File: src/rtl/uart_rxf_pkg.sv
package uart_rxf_pkg;
  // Flag vector layout used across the block
  localparam int FLAG_PAR = 0;
  localparam int FLAG_FRM = 1;
  localparam int FLAG_NSE = 2;
  localparam int FLAG_OVR = 3;
  localparam int FLAG_IDL = 4;
  localparam int NUM_FLAGS = 5;

  typedef logic [NUM_FLAGS-1:0] flag_vec_t;
endpackage

File: src/rtl/rxf_event_dec.sv
module rxf_event_dec
  import uart_rxf_pkg::*;
(
  input  logic      chr_done_i,
  input  logic      stop_bit_i,
  input  logic      par_bad_i,
  input  logic      par_en_i,
  input  logic      noise_i,
  input  logic      brk_mode_i,
  input  logic      brk_pend_i,
  input  logic      buf_full_i,
  input  logic      idle_evt_i,
  input  logic      ovr_q_i,
  input  logic      frm_q_i,
  output logic      push_o,
  output logic      push_perr_o,
  output flag_vec_t set_o
);
  logic live;
  logic ovr_hit;
  logic good;
  logic chk_en;

  always_comb begin
    // A pending framing error blocks reception entirely
    live    = chr_done_i & ~frm_q_i;
    // Overrun: no room, an already-set overrun, or an uncleared break
    ovr_hit = live & (ovr_q_i | buf_full_i | (brk_mode_i & brk_pend_i));
    good    = live & ~ovr_hit;
    chk_en  = good & ~brk_mode_i;

    set_o           = '0;
    set_o[FLAG_OVR] = ovr_hit;
    set_o[FLAG_PAR] = chk_en & par_en_i & par_bad_i;
    set_o[FLAG_FRM] = chk_en & ~stop_bit_i;
    set_o[FLAG_NSE] = chk_en & noise_i;
    set_o[FLAG_IDL] = idle_evt_i & ~ovr_q_i;

    push_o      = good;
    push_perr_o = chk_en & par_en_i & par_bad_i;
  end
endmodule

File: src/rtl/rxf_sticky_bit.sv
module rxf_sticky_bit (
  input  logic clk,
  input  logic rst_ni,
  input  logic set_i,
  input  logic stat_rd_i,
  input  logic data_rd_i,
  output logic flag_o
);
  logic flag_q, flag_d;
  logic arm_q, arm_d;
  logic upd_en;

  always_comb begin
    flag_d = flag_q;
    arm_d  = arm_q;
    upd_en = set_i | stat_rd_i | data_rd_i;
    if (set_i) begin
      // New event wins and cancels any pending clear
      flag_d = 1'b1;
      arm_d  = 1'b0;
    end else begin
      if (data_rd_i) begin
        arm_d = 1'b0;
        if (arm_q) flag_d = 1'b0;
      end
      if (stat_rd_i && flag_q && !(data_rd_i && arm_q)) arm_d = 1'b1;
    end
  end

  always_ff @(posedge clk or negedge rst_ni) begin
    if (!rst_ni) begin
      flag_q <= 1'b0;
      arm_q  <= 1'b0;
    end else if (upd_en) begin
      flag_q <= flag_d;
      arm_q  <= arm_d;
    end
  end

  assign flag_o = flag_q;


  clr_needs_arm_chk: assert property (@(posedge clk) disable iff (!rst_ni)
    $fell(flag_q) |-> $past(arm_q && data_rd_i));


  set_wins_chk: assert property (@(posedge clk) disable iff (!rst_ni)
    set_i |=> flag_q);
endmodule

File: src/rtl/rxf_rdy_gate.sv
module rxf_rdy_gate (
  input  logic clk,
  input  logic rst_ni,
  input  logic nempty_i,
  input  logic block_i,
  output logic rdy_o
);
  logic rdy_q, rdy_d;

  always_comb begin
    // May stay high under a block, but may not rise
    rdy_d = nempty_i & (rdy_q | ~block_i);
  end

  always_ff @(posedge clk or negedge rst_ni) begin
    if (!rst_ni) rdy_q <= 1'b0;
    else         rdy_q <= rdy_d;
  end

  assign rdy_o = rdy_q;


  rdy_rise_gate_chk: assert property (@(posedge clk) disable iff (!rst_ni)
    $rose(rdy_q) |-> !$past(block_i));
endmodule

File: src/rtl/uart_rx_flag_ctrl.sv
module uart_rx_flag_ctrl
  import uart_rxf_pkg::*;
#(
  parameter int RST_SYNC_STAGES = 2
) (
  input  logic clk,
  input  logic rst_n,
  input  logic chr_done,
  input  logic stop_bit,
  input  logic par_bad,
  input  logic par_en,
  input  logic noise_hit,
  input  logic brk_mode,
  input  logic brk_pend,
  input  logic buf_full,
  input  logic buf_nempty,
  input  logic idle_evt,
  input  logic stat_rd,
  input  logic data_rd,
  output logic push,
  output logic push_perr,
  output logic ovr_flg,
  output logic nse_flg,
  output logic frm_flg,
  output logic par_flg,
  output logic idle_flg,
  output logic rdy_flg
);
  localparam int SYNC_W = (RST_SYNC_STAGES < 1) ? 1 : RST_SYNC_STAGES;

  // Reset: asserted asynchronously, released on the clock
  logic [SYNC_W-1:0] rst_pipe_q;
  logic              rst_sync_n;

  always_ff @(posedge clk or negedge rst_n) begin
    if (!rst_n) rst_pipe_q <= '0;
    else        rst_pipe_q <= {rst_pipe_q[SYNC_W-2:0], 1'b1};
  end
  assign rst_sync_n = rst_pipe_q[SYNC_W-1];

  flag_vec_t set_vec;
  flag_vec_t flag_vec;

  rxf_event_dec u_dec (
    .chr_done_i  (chr_done),
    .stop_bit_i  (stop_bit),
    .par_bad_i   (par_bad),
    .par_en_i    (par_en),
    .noise_i     (noise_hit),
    .brk_mode_i  (brk_mode),
    .brk_pend_i  (brk_pend),
    .buf_full_i  (buf_full),
    .idle_evt_i  (idle_evt),
    .ovr_q_i     (flag_vec[FLAG_OVR]),
    .frm_q_i     (flag_vec[FLAG_FRM]),
    .push_o      (push),
    .push_perr_o (push_perr),
    .set_o       (set_vec)
  );

  for (genvar g = 0; g < NUM_FLAGS; g++) begin : g_flag
    rxf_sticky_bit u_bit (
      .clk       (clk),
      .rst_ni    (rst_sync_n),
      .set_i     (set_vec[g]),
      .stat_rd_i (stat_rd),
      .data_rd_i (data_rd),
      .flag_o    (flag_vec[g])
    );
  end

  rxf_rdy_gate u_rdy (
    .clk      (clk),
    .rst_ni   (rst_sync_n),
    .nempty_i (buf_nempty),
    .block_i  (flag_vec[FLAG_OVR]),
    .rdy_o    (rdy_flg)
  );

  assign ovr_flg  = flag_vec[FLAG_OVR];
  assign nse_flg  = flag_vec[FLAG_NSE];
  assign frm_flg  = flag_vec[FLAG_FRM];
  assign par_flg  = flag_vec[FLAG_PAR];
  assign idle_flg = flag_vec[FLAG_IDL];


  full_sets_ovr_chk: assert property (@(posedge clk) disable iff (!rst_sync_n)
    (chr_done && buf_full && !frm_flg) |-> (!push ##1 ovr_flg));


  ovr_no_push_chk: assert property (@(posedge clk) disable iff (!rst_sync_n)
    ovr_flg |-> !push);


  idle_rise_gate_chk: assert property (@(posedge clk) disable iff (!rst_sync_n)
    $rose(idle_flg) |-> !$past(ovr_flg));


  frm_no_push_chk: assert property (@(posedge clk) disable iff (!rst_sync_n)
    frm_flg |-> !push);


  tag_needs_check_chk: assert property (@(posedge clk) disable iff (!rst_sync_n)
    push_perr |-> (push && par_en && !brk_mode && par_bad));


  brk_no_noise_chk: assert property (@(posedge clk) disable iff (!rst_sync_n)
    $rose(nse_flg) |-> !$past(brk_mode));
endmodule

File: config.mk
export PLATFORM = sky130hd
export DESIGN_NAME = uart_rx_flag_ctrl
export DESIGN_NICKNAME = d
export VERILOG_FILES = /design/src/rtl/uart_rxf_pkg.sv /design/src/rtl/rxf_event_dec.sv /design/src/rtl/rxf_sticky_bit.sv /design/src/rtl/rxf_rdy_gate.sv /design/src/rtl/uart_rx_flag_ctrl.sv
export SDC_FILE = /design/constraint.sdc
export NUM_CORES = 1
export LEC_CHECK = 0
export CAP_MARGIN = 20
export CORE_UTILIZATION = 40
export CTS_BUF_LIST = sky130_fd_sc_hd__clkbuf_2
export DETAILED_ROUTE_END_ITERATION = 7
export PLACE_DENSITY_LB_ADDON = 0.08
export SYNTH_ARGS = -nofsm -noshare
export SYNTH_HDL_FRONTEND = slang
export SYNTH_HIERARCHICAL = 1
export SYNTH_SLANG_ARGS = --single-unit
File: constraint.sdc
create_clock -name clk -period 1.45 [get_ports clk]
set_input_delay 0.2175 -clock clk [delete_from_list [all_inputs] [get_ports clk]]
set_output_delay 0.2175 -clock clk [all_outputs]
set_load 0.03 [all_outputs]
==> out/metrics.cfg, run 1 <==
[synthesis]
synth_seq_cells = 13
yosys.area.top_type = dfrtp_1
synthTopCellsByArea = dfrtp_1 56%, a21o_1 6.5%, nand2b_1 6.5%, nand3b_1 6.5%, a21oi_1 4.3%
ys_types = 17
synth-seq-area-share_pct = 56.0
yosys_warnings = 6
syn-cell-area_sq_um = 581
synth_top_area_share_pct = 56.0
synth_cells = 53
syn-num-nets = 67
avgSynthCellArea_sq_um = 11.0

[finish]
drive_gt1_share_pct = 25.3
final_cells = 98
fin_nets = 98
antenna_cells = 0
final_util_pct = 67.7
syn_to_final_growth_pct = 53.7

[floorplan]
std_cell_rows = 13
fp.dieH_microns = 40.1
core_sq_um = 1320
start_util_pct = 44.1
io-pin-count = 22
fp.dieW_microns = 40.1
dieArea_sq_um = 1610

[placed_design]
place_inst = 92
routabilityCongestion = 0.730
place.port_buffers = 21
dp_hpwl_microns = 842
dp_slack_ns = -0.363

[clock_network]
clkTransAtPathRegs_ns = 0.13
cts_hold_buf = 0
htreeDepth = 1
cts_made_buffers = 3
clock_sinks = 13
cts_buffer_depth = 2
cts_tree = yes
cts_root_buffer = clkbuf_2
clk_latency_ns = 0.26

[critical_path]
start_kind = input pin
critPathTopFamily = simple AND/OR/NAND/NOR gates
crit_fanout = 2
crit_chain = clkdlybuf4s50_1, or4b_4, nor3_4, buf_6
critical-path-max-stage-delay_ns = 0.57
reg2reg_depth = 5
cp.depth = 4
cp.required_ns = 1.23
critPathSlowestCell = or4b_4
path_class = input pin to output port
end_kind = output port
crit_buf_inv = 2
critPathArrivalTime_ns = 1.53

[timing]
fmax_ghz = 0.572
setup_viol = 8
setup_ws_ns = -0.299
hold_viol_final = 0
rsz0062_at_grt = true
period_minus_slack_ns = 1.75
drv_slew = 0
fin_skew_ns = 0.0104
hold_slack_ns = 0.0956
period_share_pct = 121

[route]
dr.first_iter.drc_count = 12
wirelength_mm = 1.17
first_pass_iters = 4
vias_per_cell = 4.86
drc = 0
ant_nets = 0
num_vias = 476
wire_per_inst_microns = 11.9

[pwr]
total_power_mw = 1.26
peakVddDrop_uv = 688
power.density_nw_per_um2 = 1410
p_leak_nw = 0.427

[global_routing]
grt_max_degree = 12
grt_pass1_vias = 445
overflow = 0
grt_pass1_wl_mm = 1.88
antenna_found_initial = 0
grt_usage_pct = 18.5

[status]
violations = negative setup slack
status = finished with violations

[min_path]
worstHoldPathType = input pin to asynchronous set/reset pin

[run]
drv_cap = 0

[kinds of logic after synthesis]
kind of cell / after synthesis / synth area share, %
buffers and inverters: 3 / 3.23
DFF: 13 / 56.0
other: 1 / 0.646
AOI/OAI and AO/OA: 12 / 13.4
and+or+nand+nor: 24 / 26.7
[metrics by stage]
stage	instance area, sq um	TNS (ns)
3_3_place_gp	842	-2.07
3_5_place_dp	842	-2.20
5_1_grt	892	-1.41
2_1_floorplan	596	-0.811
4_1_cts	881	-0.715
6_report	892	-0.927
[Yosys cell counts]
cell,instances
nand2_1,6
nor3_1,1
a21boi_1,1
or4b_4,1
nor3_2,1
inv_1,1
dfrtp_1,13
buf_4,2
nand3b_1,5
nor3b_2,1
conb_1,1
a211oi_1,1
a21o_1,5
nor2_1,1
nand2b_1,6
nor2b_1,2
a21oi_1,5
[routing by layer]
metal	routed length [microns]	GRT usage [%]
met1	505	21.3
met2	602	30.6
met3	51	3.33
met4	8	12.9
met5	0	0
[layout make-up]
type | count | area, sq um
flip-flops and latches | 13 | 328
multi-input cells | 37 | 260
repair buffers | 28 | 262
fillers | 109 | 425
clock buffers | 4 | 20.0
inverters | 1 | 3.75
well taps | 15 | 18.8
[final timing paths]
check                                               to  slack [ns]              startpoint
worst max register to register   g_flag[2].u_bit/arm_q       -0.11  g_flag[3].u_bit/flag_o
worst min register to register  g_flag[1].u_bit/flag_o        0.19           rst_pipe_q[1]
min in group clk                         rst_pipe_q[1]        0.37           rst_pipe_q[0]
worst max-delay path                         push_perr       -0.30                buf_full
max in group asynchronous       g_flag[3].u_bit/flag_o        0.91           rst_pipe_q[1]
worst min-delay path                     rst_pipe_q[0]         0.1                   rst_n
[repair_timing]
item | in CTS | in global routing
pin swaps | 1 | 2
gates resized for setup | 10 | 1
endpoints found under the setup margin | 12 | 8
cloned | 0 | 0
setup buffers | 1 | 2
[placed cells by master (no fill, tap or decap), drive strengths merged]
| cell type | netlist | layout |
|---|---|---|
| nor2 | 1 | 1 |
| a211oi | 1 | 1 |
| dlygate4sd2 | 0 | 6 |
| a21oi | 5 | 5 |
| buf | 2 | 9 |
| inv | 1 | 1 |
| nand2b | 6 | 6 |
| clkbuf | 0 | 4 |
| nand3b | 5 | 5 |
| dfrtp | 13 | 13 |
| or4b | 1 | 1 |
| nor3b | 1 | 1 |
| a21boi | 1 | 1 |
| a21o | 5 | 5 |
| conb | 1 | 1 |
| nor2b | 2 | 2 |
| nor3 | 2 | 2 |
| clkdlybuf4s50 | 0 | 13 |
| nand2 | 6 | 6 |
[power by group]
part	total, mW	switching (mW)	internal, mW
registers	0.565	0.0824	0.483
clock network	0.182	0.109	0.0732
logic	0.511	0.271	0.240
total	1.26	0.463	0.796
[flip-flops by register name, indices dropped and copies added (netlist names)]
signal / count
g_flag.u_bit/flag_o: 5
rst_pipe_q: 2
g_flag.u_bit/arm_q: 5
u_rdy/rdy_o: 1
Power figures use the tool's default switching activity.
==> inputs of run 2 (changes only) <==
--- a/config.mk
+++ b/config.mk
@@ -6,10 +6,11 @@
 export NUM_CORES = 1
 export LEC_CHECK = 0
 export CAP_MARGIN = 20
-export CORE_UTILIZATION = 40
+export CORE_UTILIZATION = 44
 export CTS_BUF_LIST = sky130_fd_sc_hd__clkbuf_2
 export DETAILED_ROUTE_END_ITERATION = 7
 export PLACE_DENSITY_LB_ADDON = 0.08
+export RECOVER_POWER = 50
 export SYNTH_ARGS = -nofsm -noshare
 export SYNTH_HDL_FRONTEND = slang
 export SYNTH_HIERARCHICAL = 1
==> out/metrics.cfg, run 2 (same netlist as run 1, synthesis figures left out) <==
[pwr]
power_frac_clock_pct = 14.6
power.density_nw_per_um2 = 1420
seqPwrFrac_pct = 43.4
p_sw_mw = 0.490
peakVddDrop_uv = 802
p_sw_share_pct = 37.5
p_comb_share_pct = 42.1
intPower_mw = 0.818
p_leak_nw = 0.439

[floorplan]
start_util_pct = 49.6
std_cell_rows = 12
io-pin-count = 22
fp.dieW_microns = 38.3
dieArea_sq_um = 1470
fp.dieH_microns = 38.3
core_sq_um = 1170

[timing]
hold_viol_final = 0
setup_ws_ns = -0.385
period_share_pct = 127
fin_skew_ns = 0.00907
setup_viol = 8
rsz0062_at_grt = true
period_minus_slack_ns = 1.83
setup_tns_ns = -1.14
drv_slew = 0
fmax_ghz = 0.545

[global_routing]
antenna_found_initial = 0
grt_max_degree = 12
overflow = 0
grt_pass1_vias = 406
grt_pass1_wl_mm = 1.88
grt_usage_pct = 19.4

[status]
status = finished with violations
violations = negative setup slack

[critical_path]
reg2reg_depth = 5
cp.required_ns = 1.23
critPathArrivalTime_ns = 1.62
path_class = flip-flop to output port
end_kind = output port
start_kind = flip-flop
crit_fanout = 2

[finish]
mostFrequentLayoutCells = 12 x clkdlybuf4s50_1, 11 x dfrtp_1, 7 x buf_4
syn_to_final_growth_pct = 58.4
multi_input_area_sq_um = 270
fin_nets = 100
layout_commonest_cell = clkdlybuf4s50_1
ff_latch_area_sq_um = 328
drive_gt1_share_pct = 28.2
antenna_cells = 0
num-fill-cells = 75
fin_area_sq_um = 920
final_util_pct = 78.5

[clock_network]
cts_buffer_depth = 2
cts_tree = yes
cts_root_buffer = clkbuf_2
cts_made_buffers = 3
clk_latency_ns = 0.27
clock_sinks = 13
clkTransAtPathRegs_ns = 0.13
cts_hold_buf = 0
htreeDepth = 1

[route]
num_vias = 512
wirelength_mm = 1.29
drc = 0
dr.first_iter.drc_count = 4
vias_per_cell = 5.17
first_pass_iters = 4
wire_per_inst_microns = 13.0
ant_nets = 0

[placed_design]
place.port_buffers = 21
routabilityCongestion = 0.728
dpl_cell_area_sq_um = 833
dp_hpwl_microns = 841

[run]
drv_cap = 0

[min_path]
worstHoldPathType = input pin to asynchronous set/reset pin

-- run 2: cell types whose count changed in the layout (fill, tap and decap cells not counted), sizes merged --
cell / previous run / this run
clkdlybuf4s50: 13 / 12
buf: 9 / 11
dlygate4sd3: 0 / 1
-- run 2: stage by stage --
stage               total power [mW]  instances  worst slack (ns)  hold slack, ns
global route                    1.39         99            -0.447           0.142
global placement                1.11         90            -0.368           0.201
floorplan                      0.884         53            -0.312         -0.0781
finish                          1.31         99            -0.385           0.148
CTS                             1.30         97            -0.370          0.0868
detailed placement              1.12         90            -0.395           0.196
-- run 2: metal layers --
layer	up-vias	global-route usage (%)	routed length (microns)
met5	-	0	0
met4	0	5.36	0
met3	0	5.23	59
met2	15	29.7	635
met1	253	26.9	592
li1	244	-	-
-- run 2: what timing repair did --
item | in CTS | in global routing
pin swaps | 4 | 0
buffers inserted | 3 | 2
endpoints found under the setup margin | 10 | 8
gates resized for setup | 11 | 3
-- run 2: cell type report --
cell class | instances | share of cell area (%)
Sequential cell | 13 | 35.6
Timing Repair Buffer | 30 | 30.5
Multi-Input combinational cell | 37 | 29.4
Clock buffer | 4 | 2.18
Inverter | 1 | 0.408
Tap cell | 14 | 1.90
-- run 2: path summary, 6_finish.rpt --
check,to,slack [ns],from
max,push_perr,-0.38,g_flag[1].u_bit/flag_o
min reg2reg,g_flag[2].u_bit/flag_o,0.19,rst_pipe_q[1]
max reg2reg,g_flag[2].u_bit/flag_o,-0.14,g_flag[1].u_bit/flag_o
min in group clk,rst_pipe_q[1],0.37,rst_pipe_q[0]
min,rst_pipe_q[0],0.15,rst_n
max in group asynchronous,g_flag[3].u_bit/flag_o,0.91,rst_pipe_q[1]
-- run 2: power by group through the flow --
| stage | Combinational (mW) | Sequential, mW | Clock [mW] |
|---|---|---|---|
| 5_1_grt | 0.589 | 0.585 | 0.213 |
| 4_1_cts | 0.536 | 0.567 | 0.193 |
| 3_3_place_gp | 0.540 | 0.572 | 0 |
| 2_1_floorplan | 0.182 | 0.702 | 0 |
| 6_report | 0.550 | 0.567 | 0.191 |
| 3_5_place_dp | 0.548 | 0.575 | 0 |
-- run 2: critical path, cell delays in order, from the launching register on --
cell     delay [ns]
dfrtp_2        0.43
or4b_4         0.54
nor3_4         0.22
buf_6          0.16
==> inputs of run 3 (changes only) <==
--- a/config.mk
+++ b/config.mk
@@ -7,7 +7,7 @@
 export LEC_CHECK = 0
 export CAP_MARGIN = 20
 export CORE_UTILIZATION = 44
-export CTS_BUF_LIST = sky130_fd_sc_hd__clkbuf_2
+export CTS_BUF_LIST = sky130_fd_sc_hd__clkbuf_8
 export DETAILED_ROUTE_END_ITERATION = 7
 export PLACE_DENSITY_LB_ADDON = 0.08
 export RECOVER_POWER = 50
==> out/metrics.cfg, run 3 (same netlist as run 1, synthesis figures left out) <==
[pwr]
power.density_nw_per_um2 = 1550
p_leak_nw = 0.445
total_power_mw = 1.46
peakVddDrop_uv = 1020

[timing]
fin_skew_ns = 0.000693
period_minus_slack_ns = 1.80
hold_viol_final = 0
fmax_ghz = 0.556
setup_viol = 6
drv_slew = 0
setup_ws_ns = -0.350
rsz0062_at_grt = true
period_share_pct = 124

[critical_path]
end_kind = output port
critPathArrivalTime_ns = 1.58
critical-path-max-stage-delay_ns = 0.56
cp.required_ns = 1.23
crit_fanout = 2
path_class = flip-flop to output port
crit_chain = or4b_4, nor3_4, buf_6
start_kind = flip-flop
reg2reg_depth = 4
critPathSlowestCell = or4b_4

[floorplan]
start_util_pct = 49.6
dieArea_sq_um = 1470
io-pin-count = 22
core_sq_um = 1170
fp.dieH_microns = 38.3
std_cell_rows = 12
fp.dieW_microns = 38.3

[clock_network]
cts_tree = yes
clk_latency_ns = 0.24
clock_sinks = 13
clkTransAtPathRegs_ns = 0.05
cts_hold_buf = 0
cts_buffer_depth = 2
cts_made_buffers = 3
htreeDepth = 1
cts_root_buffer = clkbuf_8

[global_routing]
overflow = 0
grt_pass1_vias = 443
grt_max_degree = 12
grt_usage_pct = 23.6
antenna_found_initial = 0
grt_pass1_wl_mm = 2.17

[run]
drv_cap = 0

[route]
wire_per_inst_microns = 14.2
num_vias = 525
drc = 0
wirelength_mm = 1.41
ant_nets = 0
vias_per_cell = 5.30
dr.first_iter.drc_count = 19
first_pass_iters = 4

[finish]
num-fill-cells = 69
drive_gt1_share_pct = 27.1
antenna_cells = 0
final_util_pct = 80.1
syn_to_final_growth_pct = 61.6
layout_commonest_cell = clkdlybuf4s50_1
fin_nets = 100
mostFrequentLayoutCells = 12 x clkdlybuf4s50_1, 11 x dfrtp_1, 7 x buf_4

[placed_design]
dp_hpwl_microns = 841
place.port_buffers = 21
routabilityCongestion = 0.728

[min_path]
worstHoldPathType = flip-flop to asynchronous set/reset pin

[status]
status = finished with violations
violations = negative setup slack

## run 3: final timing paths
| kind | start | to | slack [ns] |
|---|---|---|---|
| setup / recovery | g_flag[1].u_bit/flag_o | push_perr | -0.35 |
| max in group asynchronous | rst_pipe_q[1] | g_flag[3].u_bit/flag_o | 0.94 |
| min in group clk | rst_pipe_q[0] | rst_pipe_q[1] | 0.35 |
| hold reg to reg | rst_pipe_q[1] | g_flag[2].u_bit/flag_o | 0.18 |
| setup reg to reg | g_flag[1].u_bit/flag_o | g_flag[2].u_bit/arm_q | -0.09 |
| hold / removal | rst_pipe_q[1] | g_flag[2].u_bit/flag_o | 0.18 |
## run 3: area by class of cell
| cell class | count | area, sq um | area share, % |
|---|---|---|---|
| clock inverters | 1 | 3.75 | 0.400 |
| flip-flops and latches | 13 | 328 | 34.9 |
| clock buffers | 3 | 41.3 | 4.40 |
| well taps | 14 | 17.5 | 1.87 |
| inverters | 1 | 3.75 | 0.400 |
| repair buffers | 30 | 280 | 29.9 |
| multi-input cells | 37 | 264 | 28.1 |
## run 3: worst max-delay path: cells and delay by family, from the launching register on
kind	cells	cell delay, ns
and+or+nand+nor	2	0.78
DFF	1	0.40
buffers and inverters	1	0.16
## run 3: repair_timing
item	in CTS	in global routing
pin swaps	4	0
setup buffers	4	1
gates resized for setup	11	2
gates cloned	0	0
setup endpoints to repair	10	8
## run 3: report_power, final
group | switching, mW | internal (mW)
registers | 0.0836 | 0.485
clock network | 0.131 | 0.187
logic | 0.299 | 0.269
## run 3: per-layer routing
layer / vias to the layer above / GRT usage, % / part of all wire [%]
met2: 21 / 36.9 / 50
met3: 5 / 5.23 / 5.2
met1: 258 / 30.0 / 42
li1: 241 / - / -
met4: 0 / 13.4 / 2.2
met5: - / 0 / 0
## run 3: per-stage QoR
stage                     instances  setup WS [ns]  TNS (ns)  cell area, sq um  hold WS [ns]
final                            99         -0.350    -0.749               938         0.179
after global routing             99         -0.394     -1.12               938         0.206
after CTS                        98         -0.341    -0.406               922         0.129
after detailed placement         90         -0.395     -1.74               833         0.196
after global placement           90         -0.368     -1.64               833         0.201
after floorplan                  53         -0.312    -0.811               596       -0.0781
